$ cat src/rtl/eirq_pkg.sv
package eirq_pkg;

  // Widths of the arithmetic helpers; instances must fit inside.
  localparam int unsigned HELPER_W = 16;

  // Which register an address selects.
  typedef enum logic [1:0] {
    SEL_NONE,
    SEL_RISE,
    SEL_FALL,
    SEL_STAT
  } reg_sel_e;

  // Transition events from the current and previous synchronised level.
  function automatic logic [HELPER_W-1:0] edge_events(
    input logic [HELPER_W-1:0] now_lvl,
    input logic [HELPER_W-1:0] old_lvl,
    input logic [HELPER_W-1:0] up_en,
    input logic [HELPER_W-1:0] down_en
  );
    logic [HELPER_W-1:0] went_up;
    logic [HELPER_W-1:0] went_down;
    went_up   = now_lvl & ~old_lvl;
    went_down = ~now_lvl & old_lvl;
    return (went_up & up_en) | (went_down & down_en);
  endfunction

  // Next pending state: a new event outranks a clear of the same bit.
  function automatic logic [HELPER_W-1:0] sticky_next(
    input logic [HELPER_W-1:0] cur,
    input logic [HELPER_W-1:0] set_v,
    input logic [HELPER_W-1:0] clr_v
  );
    return (cur & ~clr_v) | set_v;
  endfunction

  // Pull the source field out of a register word.
  function automatic logic [HELPER_W-1:0] take_field(
    input logic [31:0]  word,
    input int unsigned  lsb
  );
    return HELPER_W'(word >> lsb);
  endfunction

  // Address decode.
  function automatic reg_sel_e decode_addr(
    input logic [7:0] addr,
    input logic [7:0] a_rise,
    input logic [7:0] a_fall,
    input logic [7:0] a_stat
  );
    if (addr == a_rise)      return SEL_RISE;
    else if (addr == a_fall) return SEL_FALL;
    else if (addr == a_stat) return SEL_STAT;
    else                     return SEL_NONE;
  endfunction

endpackage

$ cat src/rtl/eirq_sync.sv
module eirq_sync #(
  parameter int unsigned WIDTH  = 5,
  parameter int unsigned STAGES = 2
) (
  input  logic             clk,
  input  logic             rst_n,
  input  logic [WIDTH-1:0] async_in,
  output logic [WIDTH-1:0] sync_out
);

  // Chain of flops, one row per stage.
  logic [WIDTH-1:0] chain [STAGES];

  generate
    for (genvar s = 0; s < STAGES; s++) begin : g_stage
      if (s == 0) begin : g_first
        always_ff @(posedge clk or negedge rst_n) begin
          if (!rst_n) chain[s] <= '0;
          else        chain[s] <= async_in;
        end
      end else begin : g_next
        always_ff @(posedge clk or negedge rst_n) begin
          if (!rst_n) chain[s] <= '0;
          else        chain[s] <= chain[s-1];
        end
      end
    end
  endgenerate

  assign sync_out = chain[STAGES-1];

endmodule

$ cat src/rtl/eirq_edge.sv
module eirq_edge #(
  parameter int unsigned WIDTH = 5
) (
  input  logic             clk,
  input  logic             rst_n,
  input  logic [WIDTH-1:0] level,
  input  logic [WIDTH-1:0] rise_en,
  input  logic [WIDTH-1:0] fall_en,
  output logic [WIDTH-1:0] evt
);
  import eirq_pkg::*;

  // Previous synchronised level, reset low so a source held low is quiet.
  logic [WIDTH-1:0] level_q;

  always_ff @(posedge clk or negedge rst_n) begin
    if (!rst_n) level_q <= '0;
    else        level_q <= level;
  end

  assign evt = WIDTH'(edge_events(HELPER_W'(level), HELPER_W'(level_q),
                                  HELPER_W'(rise_en), HELPER_W'(fall_en)));

  // An event on a bit must coincide with a change of that bit's level.
  AST_EVT_NEEDS_CHANGE: assert property (@(posedge clk) disable iff (!rst_n)
    ((evt & ~(level ^ level_q)) == '0));

  // A bit with both enables at zero never raises an event.
  AST_EVT_DISABLED_QUIET: assert property (@(posedge clk) disable iff (!rst_n)
    ((evt & ~(rise_en | fall_en)) == '0));

endmodule

$ cat src/rtl/eirq_status.sv
module eirq_status #(
  parameter int unsigned WIDTH = 5
) (
  input  logic             clk,
  input  logic             rst_n,
  input  logic [WIDTH-1:0] set_vec,
  input  logic [WIDTH-1:0] clr_vec,
  output logic [WIDTH-1:0] status
);
  import eirq_pkg::*;

  logic [WIDTH-1:0] status_d;

  always_comb begin
    status_d = WIDTH'(sticky_next(HELPER_W'(status), HELPER_W'(set_vec),
                                  HELPER_W'(clr_vec)));
  end

  always_ff @(posedge clk or negedge rst_n) begin
    if (!rst_n) status <= '0;
    else        status <= status_d;
  end

  // Every event lands in status on the next edge, clear or not.
  AST_EVENT_CAPTURED: assert property (@(posedge clk) disable iff (!rst_n)
    (set_vec != '0) |=> ((status & $past(set_vec)) == $past(set_vec)));

  // A clear with no competing event drops the bit.
  AST_CLEAR_TAKES: assert property (@(posedge clk) disable iff (!rst_n)
    ((clr_vec & ~set_vec) != '0) |=>
      ((status & $past(clr_vec & ~set_vec)) == '0));

  // A pending bit never falls without a clear.
  AST_PENDING_HOLDS: assert property (@(posedge clk) disable iff (!rst_n)
    1'b1 |=> ((~status & $past(status & ~clr_vec)) == '0));

endmodule

$ cat src/rtl/edge_irq_ctrl.sv
module edge_irq_ctrl #(
  parameter int unsigned NUM_SRC     = 5,
  parameter int unsigned FIELD_LSB   = 11,
  parameter int unsigned DATA_W      = 16,
  parameter int unsigned ADDR_W      = 4,
  parameter int unsigned SYNC_STAGES = 2,
  parameter int unsigned ADDR_RISE   = 2,
  parameter int unsigned ADDR_FALL   = 3,
  parameter int unsigned ADDR_STAT   = 4
) (
  input  logic              clk,
  input  logic              rst_n,
  input  logic [NUM_SRC-1:0] src_in,
  input  logic [ADDR_W-1:0] reg_addr,
  input  logic              reg_we,
  input  logic [DATA_W-1:0] reg_wdata,
  output logic [DATA_W-1:0] reg_rdata,
  output logic              irq
);
  import eirq_pkg::*;

  localparam int unsigned FIELD_MSB = FIELD_LSB + NUM_SRC - 1;

  // Decoded access and write field.
  reg_sel_e           sel;
  logic [NUM_SRC-1:0] wr_field;
  logic               wr_rise;
  logic               wr_fall;
  logic               wr_stat;

  // Register state.
  logic [NUM_SRC-1:0] rise_en_q;
  logic [NUM_SRC-1:0] fall_en_q;
  logic [NUM_SRC-1:0] status_q;

  // Internal events brought out as named wires.
  logic [NUM_SRC-1:0] src_sync;
  logic [NUM_SRC-1:0] edge_evt;
  logic [NUM_SRC-1:0] clr_req;

  assign sel      = decode_addr(8'(reg_addr), 8'(ADDR_RISE), 8'(ADDR_FALL),
                                8'(ADDR_STAT));
  assign wr_field = NUM_SRC'(take_field(32'(reg_wdata), FIELD_LSB));
  assign wr_rise  = reg_we && (sel == SEL_RISE);
  assign wr_fall  = reg_we && (sel == SEL_FALL);
  assign wr_stat  = reg_we && (sel == SEL_STAT);
  assign clr_req  = wr_stat ? wr_field : '0;

  // Enable registers.
  always_ff @(posedge clk or negedge rst_n) begin
    if (!rst_n) begin
      rise_en_q <= '0;
      fall_en_q <= '0;
    end else begin
      if (wr_rise) rise_en_q <= wr_field;
      if (wr_fall) fall_en_q <= wr_field;
    end
  end

  eirq_sync #(
    .WIDTH  (NUM_SRC),
    .STAGES (SYNC_STAGES)
  ) u_sync (
    .clk      (clk),
    .rst_n    (rst_n),
    .async_in (src_in),
    .sync_out (src_sync)
  );

  eirq_edge #(
    .WIDTH (NUM_SRC)
  ) u_edge (
    .clk     (clk),
    .rst_n   (rst_n),
    .level   (src_sync),
    .rise_en (rise_en_q),
    .fall_en (fall_en_q),
    .evt     (edge_evt)
  );

  eirq_status #(
    .WIDTH (NUM_SRC)
  ) u_status (
    .clk     (clk),
    .rst_n   (rst_n),
    .set_vec (edge_evt),
    .clr_vec (clr_req),
    .status  (status_q)
  );

  // Read mux: field placed at FIELD_LSB, all else zero.
  always_comb begin
    reg_rdata = '0;
    unique case (sel)
      SEL_RISE: reg_rdata[FIELD_MSB:FIELD_LSB] = rise_en_q;
      SEL_FALL: reg_rdata[FIELD_MSB:FIELD_LSB] = fall_en_q;
      SEL_STAT: reg_rdata[FIELD_MSB:FIELD_LSB] = status_q;
      SEL_NONE: reg_rdata = '0;
    endcase
  end

  assign irq = |status_q;

  // irq can only go high one edge after a captured transition.
  AST_IRQ_FROM_EVENT: assert property (@(posedge clk) disable iff (!rst_n)
    $rose(irq) |-> $past(edge_evt != '0));

  // Unused low bits of every register read as zero.
  AST_LOW_BITS_ZERO: assert property (@(posedge clk) disable iff (!rst_n)
    (reg_rdata[FIELD_LSB-1:0] == '0));

  // Enable registers keep their value while not written.
  AST_ENABLES_STABLE: assert property (@(posedge clk) disable iff (!rst_n)
    !(wr_rise || wr_fall) |=> $stable(rise_en_q) && $stable(fall_en_q));

endmodule

$ cat config.mk
export PLATFORM = sky130hd
export DESIGN_NAME = edge_irq_ctrl
export DESIGN_NICKNAME = d
export VERILOG_FILES = /design/src/rtl/eirq_pkg.sv /design/src/rtl/eirq_sync.sv /design/src/rtl/eirq_edge.sv /design/src/rtl/eirq_status.sv /design/src/rtl/edge_irq_ctrl.sv
export SDC_FILE = /design/constraint.sdc
export NUM_CORES = 1
export LEC_CHECK = 0
export BUFFER_PORTS_ARGS = -buffer_cell sky130_fd_sc_hd__clkbuf_2
export CORE_ASPECT_RATIO = 0.8
export CORE_MARGIN = 3
export CORE_UTILIZATION = 44
export CTS_CLUSTER_SIZE = 10
export DETAILED_ROUTE_END_ITERATION = 6
export PLACE_DENSITY_LB_ADDON = 0.05
export SYNTH_ARGS = -nofsm -noshare
export SYNTH_HDL_FRONTEND = slang
export SYNTH_HIERARCHICAL = 1
export SYNTH_SLANG_ARGS = --single-unit
$ cat constraint.sdc
create_clock -name clk -period 1 [get_ports clk]
set_input_delay 0.15 -clock clk [delete_from_list [all_inputs] [get_ports clk]]
set_output_delay 0.15 -clock clk [all_outputs]
set_load 0.1 [all_outputs]
# Yosys cells after proc, flatten, opt, wreduce, memory -nomap -nowiden
# Cells that the tools add are included.
dict set report word_totals {
  register_bits 30
  in_bits 28
  out_inout_bits 17
  word_cells 32
}
dict set report op_classes {
  eq_ne 6
  mux 5
  bitwise_logic 10
  reduce_logical 5
}
# operator count
set ops {}
lappend ops {{$and 5x5->5} 5}
lappend ops {{$pmux 5 s4} 1}
lappend ops {{$not 5->5} 3}
lappend ops {{$or 5x5->5} 2}
lappend ops {{$eq 4x2->1 const B} 2}
lappend ops {{$mux 2} 3}
lappend ops {{$mux 5} 1}
lappend ops {{$reduce_or 5->1} 1}
lappend ops {{$eq 2x2->1 const B} 2}
lappend ops {{$eq 4x3->1 const B} 1}
lappend ops {{$logic_and 1x1->1} 3}
lappend ops {{$eq 2x1->1 const B} 1}
lappend ops {{$logic_not 2->1} 1}

# Logic depth before layout (Yosys ltp)
# Gate-level depths: netlist of run 1.
dict set report logic_depth {
  ltp_word 10
  ltp_mapped 4
  ltp_nobuf 4
}

# Modules after synthesis
# Netlist of run 1, hierarchy kept.
# module n_inst cells_each area_each_um2 seq_area_each_um2
set by_module_without_submodules {}
lappend by_module_without_submodules {edge_irq_ctrl 1 63 633.1 250.2}
lappend by_module_without_submodules {eirq_sync 1 15 287.8 250.2}
lappend by_module_without_submodules {eirq_edge 1 20 225.2 125.1}
lappend by_module_without_submodules {eirq_status 1 15 181.4 125.1}

# Worst setup path before layout of run 1
# No wires, ideal clock.
dict set report synth_path {
  kind {in2out}
  startpoint {input port reg_addr[0]}
  endpoint {output port reg_rdata[11]}
  t_arrival_ns 2.360
  t_required_ns 0.850
  slack_ns -1.510
  path_stages 3
  n_path_buf 0
  cell_sequence {nor4b_2 nand2_1 a2bb2oi_1}
}
dict set report synth_via {
  elab_chain_len 6
  word_cells_on_any_way 11
  classes_between {eq/ne: 6; mux: 4; reduce/logical: 1}
}
# element line_no
set synth_rtl {}
lappend synth_rtl {{start, declared} edge_irq_ctrl.sv:14} ;# input logic [ADDR_W-1:0] reg_addr,
lappend synth_rtl {{$eq 4x3->1} eirq_pkg.sv:54} ;# else if (addr == a_stat) return SEL_STAT;
lappend synth_rtl {{$mux 2} eirq_pkg.sv:54}
lappend synth_rtl {{$mux 2} eirq_pkg.sv:53} ;# else if (addr == a_fall) return SEL_FALL;
lappend synth_rtl {{$mux 2 *} eirq_pkg.sv:52} ;# if (addr == a_rise) return SEL_RISE;
lappend synth_rtl {{$eq 2x2->1, or another cell as far along} edge_irq_ctrl.sv:94} ;# unique case (sel)
lappend synth_rtl {{$pmux 5 s4 *} edge_irq_ctrl.sv:94}
lappend synth_rtl {{end, declared} edge_irq_ctrl.sv:17} ;# output logic [DATA_W-1:0] reg_rdata,
# Mark *: on every way between the ends. The rest lies on a longest branch, timed or not.

# Worst setup path after layout of run 1
dict set report layout_path {
  startpoint {register u_status.status[4]}
  endpoint {output port irq}
}
dict set report layout_via {
  elab_chain_len 1
}
# element line_no
set layout_rtl {}
lappend layout_rtl {{start, declared} eirq_status.sv:8} ;# output logic [WIDTH-1:0] status
lappend layout_rtl {{start signal, assigned} eirq_status.sv:21} ;# else status <= status_d;
lappend layout_rtl {{$reduce_or 5->1} edge_irq_ctrl.sv:102} ;# assign irq = |status_q;
lappend layout_rtl {{end, declared} edge_irq_ctrl.sv:18} ;# output logic irq
# No other way between the ends.

==> results.yml, run 1 <==
grt:
  grt.total_usage: 0.1691
  grt_pass1_vias: 904
  grt_max_degree: 31
  grt_pass1_wl_mm: 4.257
  antenna_found_initial: 0
  globalRouteOverflowTotal: 0
status:
  status: "finished, violations left"
  violations: "setup timing"
min_path:
  whs_path_depth: 2
  hold_class: "in2reg"
  hp-start: "reg_wdata[14]"
  hold_path_end: "rise_en_q[3]$_DFFE_PN0P_"
yosys:
  post-synth-top-area-cell: "dfrtp_1"
  ys_ff_latch: 30
  seq_area_frac_synth: 0.5655
  synth_top_cell_area_share: 0.5655
  syn_inst: 113
  ys_types: 19
  syn-cell-area_sq_mm: 0.001328
  yosys-top-cells-area: "dfrtp_1 57%, buf_4 9.0%, mux2_2 8.5%"
  avgSynthCellArea_sq_um: 11.75
  yosys_warnings: 6
clock_tree:
  h-tree-depth: 2
  cts_tree: "yes"
  root_buffer: "clkbuf_8"
  cts.sinks: 30
  numCtsBuffers: 5
  clock_latency_ns: 0.28
  clkTransAtPathRegs_ns: 0.07
  cts.path.max_buffers: 2
sta:
  period_share: 1.342
  rsz0062_at_grt: "yes"
  max_freq_mhz: 745.1
  period_minus_slack_ns: 1.342
  setup_viol: 14
  fin_skew_ns: 0.001989
  tns_ns: -2.298
  hold_violations: 0
  drv_slew: 0
  setup_slack_ns: -0.3420
place:
  dp.cells: 183
  portBuffers: 22
  globalplace.congestion: 0.7392
  hpwlAfterDp_mm: 1.941
setup_path:
  critPathKind: "reg2out"
  r2r-end: "u_status/status[4]$_DFF_PN0_"
  cp-end-kind: "primary output"
  startpoint_type: "flop"
  rr_worst_depth: 4
  crit_fanout: 3
  rrSetupSlack_ns: 0.07
  crit_required_ns: 0.85
  timing.rr.start: "fall_en_q[4]$_DFFE_PN0P_"
  arrival_ns: 1.19
final_layout:
  fin_cells: 199
  drive_gt1_frac: 0.5776
  area.sequential_sq_um: 753.2
  diodes: 0
  utilization: 0.7523
  layout.nets: 188
  areaGrowthSynthToFinish_pct: 60.32
  nFillCells: 182
  multiInputGateArea_sq_um: 695.7
floorplanning:
  die-width_um: 67.41
  die-area_sq_mm: 0.003716
  row_count: 17
  io_pins: 45
  die_h_um: 55.13
  start_util: 0.4693
  core_area_sq_mm: 0.002829
drt:
  route.top_layer_used: "met4"
  drt-total-wl_mm: 2.856
  drtIter0Drc: 44
  via_per_inst: 4.930
  wl_met1_mm: 1.240
  wl_per_cell_um: 14.35
  wl_met2_mm: 1.391
  route.met3.wl_um: 153
  drc: 0
  dr.pass1.iters: 4
  ant_nets: 0
  num_vias: 981
pwr:
  leakage_nw: 0.9446
  power_mw: 3.953
  peakVddDrop_uv: 1249
  p_per_area_mw_per_mm2: 1858
job:
  maxCapViolCount: 0
registers in the layout, summed over array words and instances (netlist names):
name             flops
rise_en_q            5
u_sync/sync_out      5
u_edge/level_q       5
u_sync/chain         5
u_status/status      5
fall_en_q            5
routing by layer:
| layer | vias up | GRT usage |
|---|---|---|
| li1 | 457 | - |
| met1 | 477 | 0.2147 |
| met2 | 40 | 0.2692 |
| met3 | 7 | 0.04848 |
| met4 | 0 | 0.08081 |
| met5 | - | 0 |
per-stage QoR:
step           instance area [sq um]  hold WS (ns)  setup WS, ns
6_report                        2128        0.1338       -0.3420
5_1_grt                         2128        0.1241       -0.3717
4_1_cts                         2052        0.1203       -0.3444
3_5_place_dp                    1767        0.1799       -0.3805
3_3_place_gp                    1767        0.1770       -0.3412
2_1_floorplan                   1523       -0.1456       -0.4232
how the worst max path moves through the flow:
stage               slack [ns]  depth (start not counted)             to                    startpoint
CTS                      -0.34                          3            irq  u_status/status[3]$_DFF_PN0_
global route             -0.37                          3            irq  u_status/status[4]$_DFF_PN0_
finish                   -0.34                          3            irq  u_status/status[4]$_DFF_PN0_
global placement         -0.34                          6  reg_rdata[15]                   reg_addr[0]
floorplan                -0.42                          3  reg_rdata[11]                   reg_addr[0]
detailed placement       -0.38                          6  reg_rdata[15]                   reg_addr[0]
critical path, stage by stage (launching register included):
cell and delay (ns):
dfrtp_2 0.45, nor3_4 0.22, nand2_4 0.08, buf_12 0.17
logic make-up after synthesis:
logic type             synth area share
other                          0.002825
buffers and inverters            0.1112
AOI/OAI and AO/OA                0.1131
muxes                           0.08483
and+or+nand+nor                  0.1225
DFF                              0.5655
placed cells by master (no fill, tap or decap), drive strengths merged, types with 2 or more instances in the layout:
| cell type | n |
|---|---|
| inv | 6 |
| dlygate4sd3 | 6 |
| o21ai | 10 |
| nand3b | 5 |
| mux2 | 10 |
| nand2 | 13 |
| clkbuf | 19 |
| bufinv | 2 |
| conb | 11 |
| a21o | 5 |
| dfrtp | 30 |
| buf | 28 |
| a2bb2oi | 5 |
| and3 | 5 |
timing repair:
action	CTS	global route
hold endpoints to repair	35	0
buffers inserted	1	1
hold buffers	6	0
gates resized for setup	24	23
endpoints found under the setup margin	19	21
pin swaps	8	12
power by group:
group          internal, mW  switching [mW]  leakage (nW)  total, mW
Combinational         0.447           0.490         0.531      0.937
Sequential             1.36           0.150         0.343       1.51
Clock                  1.06           0.441        0.0714       1.50
Total                  2.87            1.08         0.945       3.95
synth_stat cells:
cell and number:
nor2_1 1, nand3b_1 5, inv_1 6, nor4b_2 1
conb_1 1, nor4_1 1, or4_1 1, buf_2 1
a2bb2oi_1 5, o21ai_0 5, o21ai_2 5, buf_4 16
dfrtp_1 30, a21o_1 5, nand2_1 13, nor3b_1 1
nor3_1 1, and3_1 5, mux2_2 10
cell type report:
| class | instances | area share |
|---|---|---|
| Inverter | 6 | 0.01058 |
| Clock inverter | 2 | 0.02822 |
| Sequential cell | 30 | 0.3539 |
| Clock buffer | 6 | 0.03880 |
| Timing Repair Buffer | 47 | 0.2193 |
| Tap cell | 38 | 0.02234 |
| Multi-Input combinational cell | 70 | 0.3269 |
(Power assumes the default switching activity.)
==> inputs of run 2 (changes only) <==
Settings changed: CELL_PAD_IN_SITES_DETAIL_PLACEMENT set to 0, CELL_PAD_IN_SITES_GLOBAL_PLACEMENT set to 1, CORE_UTILIZATION 44 to 34, SETUP_SLACK_MARGIN set to 0.05, SKIP_CTS_REPAIR_TIMING set to 1.
==> results.yml, run 2 (synthesis gave the netlist of run 1 again) <==
clock_tree:
  numCtsBuffers: 5
  clkTransAtPathRegs_ns: 0.06
  root_buffer: "clkbuf_8"
  cts_tree: "yes"
  clock_latency_ns: 0.27
  h-tree-depth: 2
  cts.sinks: 30
  cts.path.max_buffers: 2
floorplanning:
  row_count: 19
  core_area_sq_mm: 0.003590
  io_pins: 45
  die-area_sq_mm: 0.004695
  start_util: 0.3698
  die_h_um: 61.89
  die-width_um: 75.86
final_layout:
  layout_commonest_cell: "dfrtp_1"
  nFillCells: 317
  diodes: 0
  drive_gt1_frac: 0.5127
  layout.nets: 186
  final_cell_mix: "29 x dfrtp_1, 12 x clkbuf_2, 11 x conb_1, 11 x buf_6"
  area.sequential_sq_um: 752.0
  multiInputGateArea_sq_um: 666.9
  areaGrowthSynthToFinish_pct: 53.63
sta:
  whs_ns: 0.1480
  max_freq_mhz: 764.1
  period_share: 1.309
  period_minus_slack_ns: 1.309
  setup_slack_ns: -0.3088
  tns_ns: -1.716
  fin_skew_ns: 0.004128
  hold_violations: 0
  drv_slew: 0
  rsz0062_at_grt: "yes"
  setup_viol: 11
setup_path:
  timing.rr.start: "fall_en_q[4]$_DFFE_PN0P_"
  arrival_ns: 1.16
  critPathKind: "reg2out"
  crit_fanout: 3
  crit_start: "u_status/status[2]$_DFF_PN0_"
  startpoint_type: "flop"
  cp-end-kind: "primary output"
  rrSetupSlack_ns: 0.06
  crit_required_ns: 0.85
place:
  hpwlAfterDp_mm: 2.074
  globalplace.congestion: 0.7041
  portBuffers: 22
pwr:
  peakVddDrop_uv: 987.2
  p_per_area_mw_per_mm2: 1627
  power_mw: 3.319
  leakage_nw: 0.9161
job:
  maxCapViolCount: 0
drt:
  num_vias: 941
  via_per_inst: 4.481
  wl_per_cell_um: 13.07
  dr.pass1.iters: 4
  drtIter0Drc: 14
  ant_nets: 0
  drt-total-wl_mm: 2.745
  drc: 0
grt:
  grt_pass1_vias: 893
  grt_pass1_wl_mm: 4.395
  grt_max_degree: 31
  globalRouteOverflowTotal: 0
  grt.total_usage: 0.1335
  antenna_found_initial: 0
status:
  status: "finished, violations left"
  violations: "setup timing"
min_path:
  hold_class: "in2reg"
  hp-start: "reg_wdata[15]"
==> run 2: cell types whose count changed in the layout (fill, tap and decap cells not counted), sizes merged <==
cell    delta
clkbuf     -2
clkinv     +2
bufinv     -2
buf        -1
==> run 2: area by class of cell <==
| cell class | count | area share |
|---|---|---|
| clock buffer | 5 | 0.03374 |
| inverter | 6 | 0.01104 |
| multi-input combinational | 70 | 0.3270 |
| sequential | 30 | 0.3687 |
| timing repair buffer | 45 | 0.2227 |
| clock inverter | 2 | 0.004908 |
| tap | 52 | 0.03190 |
==> run 2: worst max-delay path, cell delays in order (launching register included) <==
cell and delay (ns):
dfrtp_1 0.42, nor3_4 0.23, nand2_4 0.07, buf_12 0.17
==> run 2: worst paths after layout <==
| check | end | cells after the start |
|---|---|---|
| min in group asynchronous | rise_en_q[3]$_DFFE_PN0P_ | 3 |
| worst max register to register | u_status/status[4]$_DFF_PN0_ | 4 |
| worst min-delay path | rise_en_q[4]$_DFFE_PN0P_ | 2 |
| worst max-delay path | irq | 3 |
| worst min register to register | u_sync/sync_out[1]$_DFF_PN0_ | 0 |
| max in group asynchronous | u_status/status[4]$_DFF_PN0_ | 3 |
==> run 2: through the flow <==
step	std cells	area [sq um]	setup WS [ns]	utilization
2_1_floorplan	123	1523	-0.4232	-
3_3_place_gp	197	1784	-0.3251	0.4970
3_5_place_dp	197	1784	-0.3398	0.4970
4_1_cts	204	1863	-0.4076	0.5190
5_1_grt	210	2039	-0.3586	0.5681
6_report	210	2039	-0.3088	0.5681
==> run 2: metal layers <==
| metal | up-vias | global-route usage | routed length, um |
|---|---|---|---|
| met2 | 30 | 0.1890 | 1255 |
| met4 | 0 | 0.05985 | 44 |
| li1 | 452 | - | - |
| met5 | - | 0 | 0 |
| met1 | 454 | 0.1889 | 1273 |
| met3 | 5 | 0.03859 | 173 |
==> run 2: power by group <==
group / internal, mW / switching, mW / total (mW)
sequential: 1.36 / 0.151 / 1.51
clock: 0.465 / 0.410 / 0.875
combinational: 0.444 / 0.486 / 0.930
==> inputs of run 3 (changes only) <==
Settings changed: SKIP_CTS_REPAIR_TIMING 1 to unset.
==> results.yml, run 3 (synthesis gave the netlist of run 1 again) <==
status:
  status: "finished, violations left"
  violations: "setup timing"
setup_path:
  cpPeakStageDelay_ns: 0.44
  crit_required_ns: 0.85
  critPathKind: "reg2out"
  cp-end-kind: "primary output"
  rr_worst_depth: 4
  timing.rr.start: "fall_en_q[4]$_DFFE_PN0P_"
  crit_fanout: 3
  slowest_stage: "dfrtp_2"
  startpoint_type: "flop"
  arrival_ns: 1.17
  path_cells: "nor3_4, nand2_4, buf_12"
  r2r-end: "u_status/status[4]$_DFF_PN0_"
  rrSetupSlack_ns: 0.04
drt:
  ant_nets: 0
  dr.pass1.iters: 4
  wl_per_cell_um: 13.83
  drtIter0Drc: 8
  drc: 0
  drt-total-wl_mm: 2.973
  num_vias: 974
  via_per_inst: 4.530
clock_tree:
  clkTransAtPathRegs_ns: 0.06
  cts.path.max_buffers: 2
  cts_tree: "yes"
  clock_latency_ns: 0.27
  root_buffer: "clkbuf_8"
  numCtsBuffers: 5
  cts.sinks: 30
  h-tree-depth: 2
final_layout:
  layout_commonest_cell: "dfrtp_1"
  layout.nets: 191
  areaGrowthSynthToFinish_pct: 60.13
  diodes: 0
  utilization: 0.5922
  final_cell_mix: "27 x dfrtp_1, 13 x clkbuf_2, 12 x buf_4, 11 x conb_1, 10 x buf_6"
  area.sequential_sq_um: 754.5
  nFillCells: 301
  multiInputGateArea_sq_um: 696.9
  drive_gt1_frac: 0.5644
grt:
  grt_max_degree: 31
  grt_pass1_vias: 966
  grt.total_usage: 0.1428
  antenna_found_initial: 0
  grt_pass1_wl_mm: 4.692
  globalRouteOverflowTotal: 0
sta:
  max_freq_mhz: 760.3
  hold_violations: 0
  fin_skew_ns: 0.003541
  setup_viol: 19
  period_share: 1.315
  setup_slack_ns: -0.3153
  drv_slew: 0
  rsz0062_at_grt: "yes"
  period_minus_slack_ns: 1.315
pwr:
  p_per_area_mw_per_mm2: 1582
  clockPowerShare: 0.260
  power_switching_mw: 1.073
  swShare: 0.3191
  leakage_nw: 0.9523
  peakVddDrop_uv: 982.5
  comb_power_share: 0.285
  p_int_mw: 2.290
  power.share.sequential: 0.455
floorplanning:
  row_count: 19
  core_area_sq_mm: 0.003590
  die-area_sq_mm: 0.004695
  start_util: 0.3698
  io_pins: 45
  die-width_um: 75.86
  die_h_um: 61.89
place:
  hpwlAfterDp_mm: 2.074
  portBuffers: 22
  globalplace.congestion: 0.7041
  pre_cts_slack_ns: -0.3398
min_path:
  hold_path_end: "rise_en_q[4]$_DFFE_PN0P_"
  whs_path_depth: 2
  hp-start: "reg_wdata[15]"
  hold_class: "in2reg"
job:
  maxCapViolCount: 0
## run 3: changes by cell type in the layout (fill, tap and decap cells not counted), sizes merged
cell,before,now
buf,27,30
clkbuf,17,19
## run 3: worst max path at each step
stage,from,to,slack [ns],cells past startpoint
6_report,u_status/status[2]$_DFF_PN0_,irq,-0.32,3
5_1_grt,u_status/status[2]$_DFF_PN0_,irq,-0.36,3
4_1_cts,u_status/status[2]$_DFF_PN0_,irq,-0.35,3
3_5_place_dp,reg_addr[0],reg_rdata[15],-0.34,6
3_3_place_gp,reg_addr[0],reg_rdata[15],-0.33,6
2_1_floorplan,reg_addr[0],reg_rdata[11],-0.42,3
## run 3: per-stage QoR
step | cells | total power [mW] | TNS, ns | area (sq um) | hold WS, ns
floorplan | 123 | 2.129 | -3.427 | 1523 | -0.1456
global placement | 197 | 2.379 | -5.947 | 1784 | 0.1852
detailed placement | 197 | 2.396 | -6.196 | 1784 | 0.1854
CTS | 213 | 3.362 | -2.378 | 2057 | 0.1417
global route | 215 | 3.525 | -4.471 | 2126 | 0.1544
finish | 215 | 3.363 | -3.828 | 2126 | 0.1491
## run 3: critical path: cells and delay by family, from the launching register on
kind	cells	cell delay [ns]
buf+inv	1	0.17
flops	1	0.44
simple gates	2	0.29
## run 3: area by class of cell
type / count / area share
flip-flops and latches: 30 / 0.3549
multi-input cells: 70 / 0.3278
repair buffers: 50 / 0.2390
clock buffers: 5 / 0.03237
well taps: 52 / 0.03061
inverters: 6 / 0.01059
clock inverters: 2 / 0.004709
## run 3: metal layers
metal	track usage	wire [um]	up-vias	part of all wire
met4	0.06983	60	0	0.020
li1	-	-	460	-
met5	0	0	-	0
met1	0.1901	1333	474	0.45
met3	0.04823	219	7	0.074
met2	0.2085	1359	33	0.46
## run 3: power by group through the flow
stage	sequential [mW]	combinational (mW)	clock, mW
floorplan	1.48	0.647	0
global placement	1.51	0.866	0
detailed placement	1.52	0.879	0
CTS	1.51	0.942	0.909
global route	1.55	1.01	0.965
finish	1.53	0.958	0.874
## run 3: timing repair
item / CTS / global route
resized for setup: 27 / 17
hold buffers: 6 / 0
setup endpoints to repair: 19 / 21
pin swaps: 9 / 8
setup buffers: 3 / 2
endpoints found under the hold margin: 35 / 0
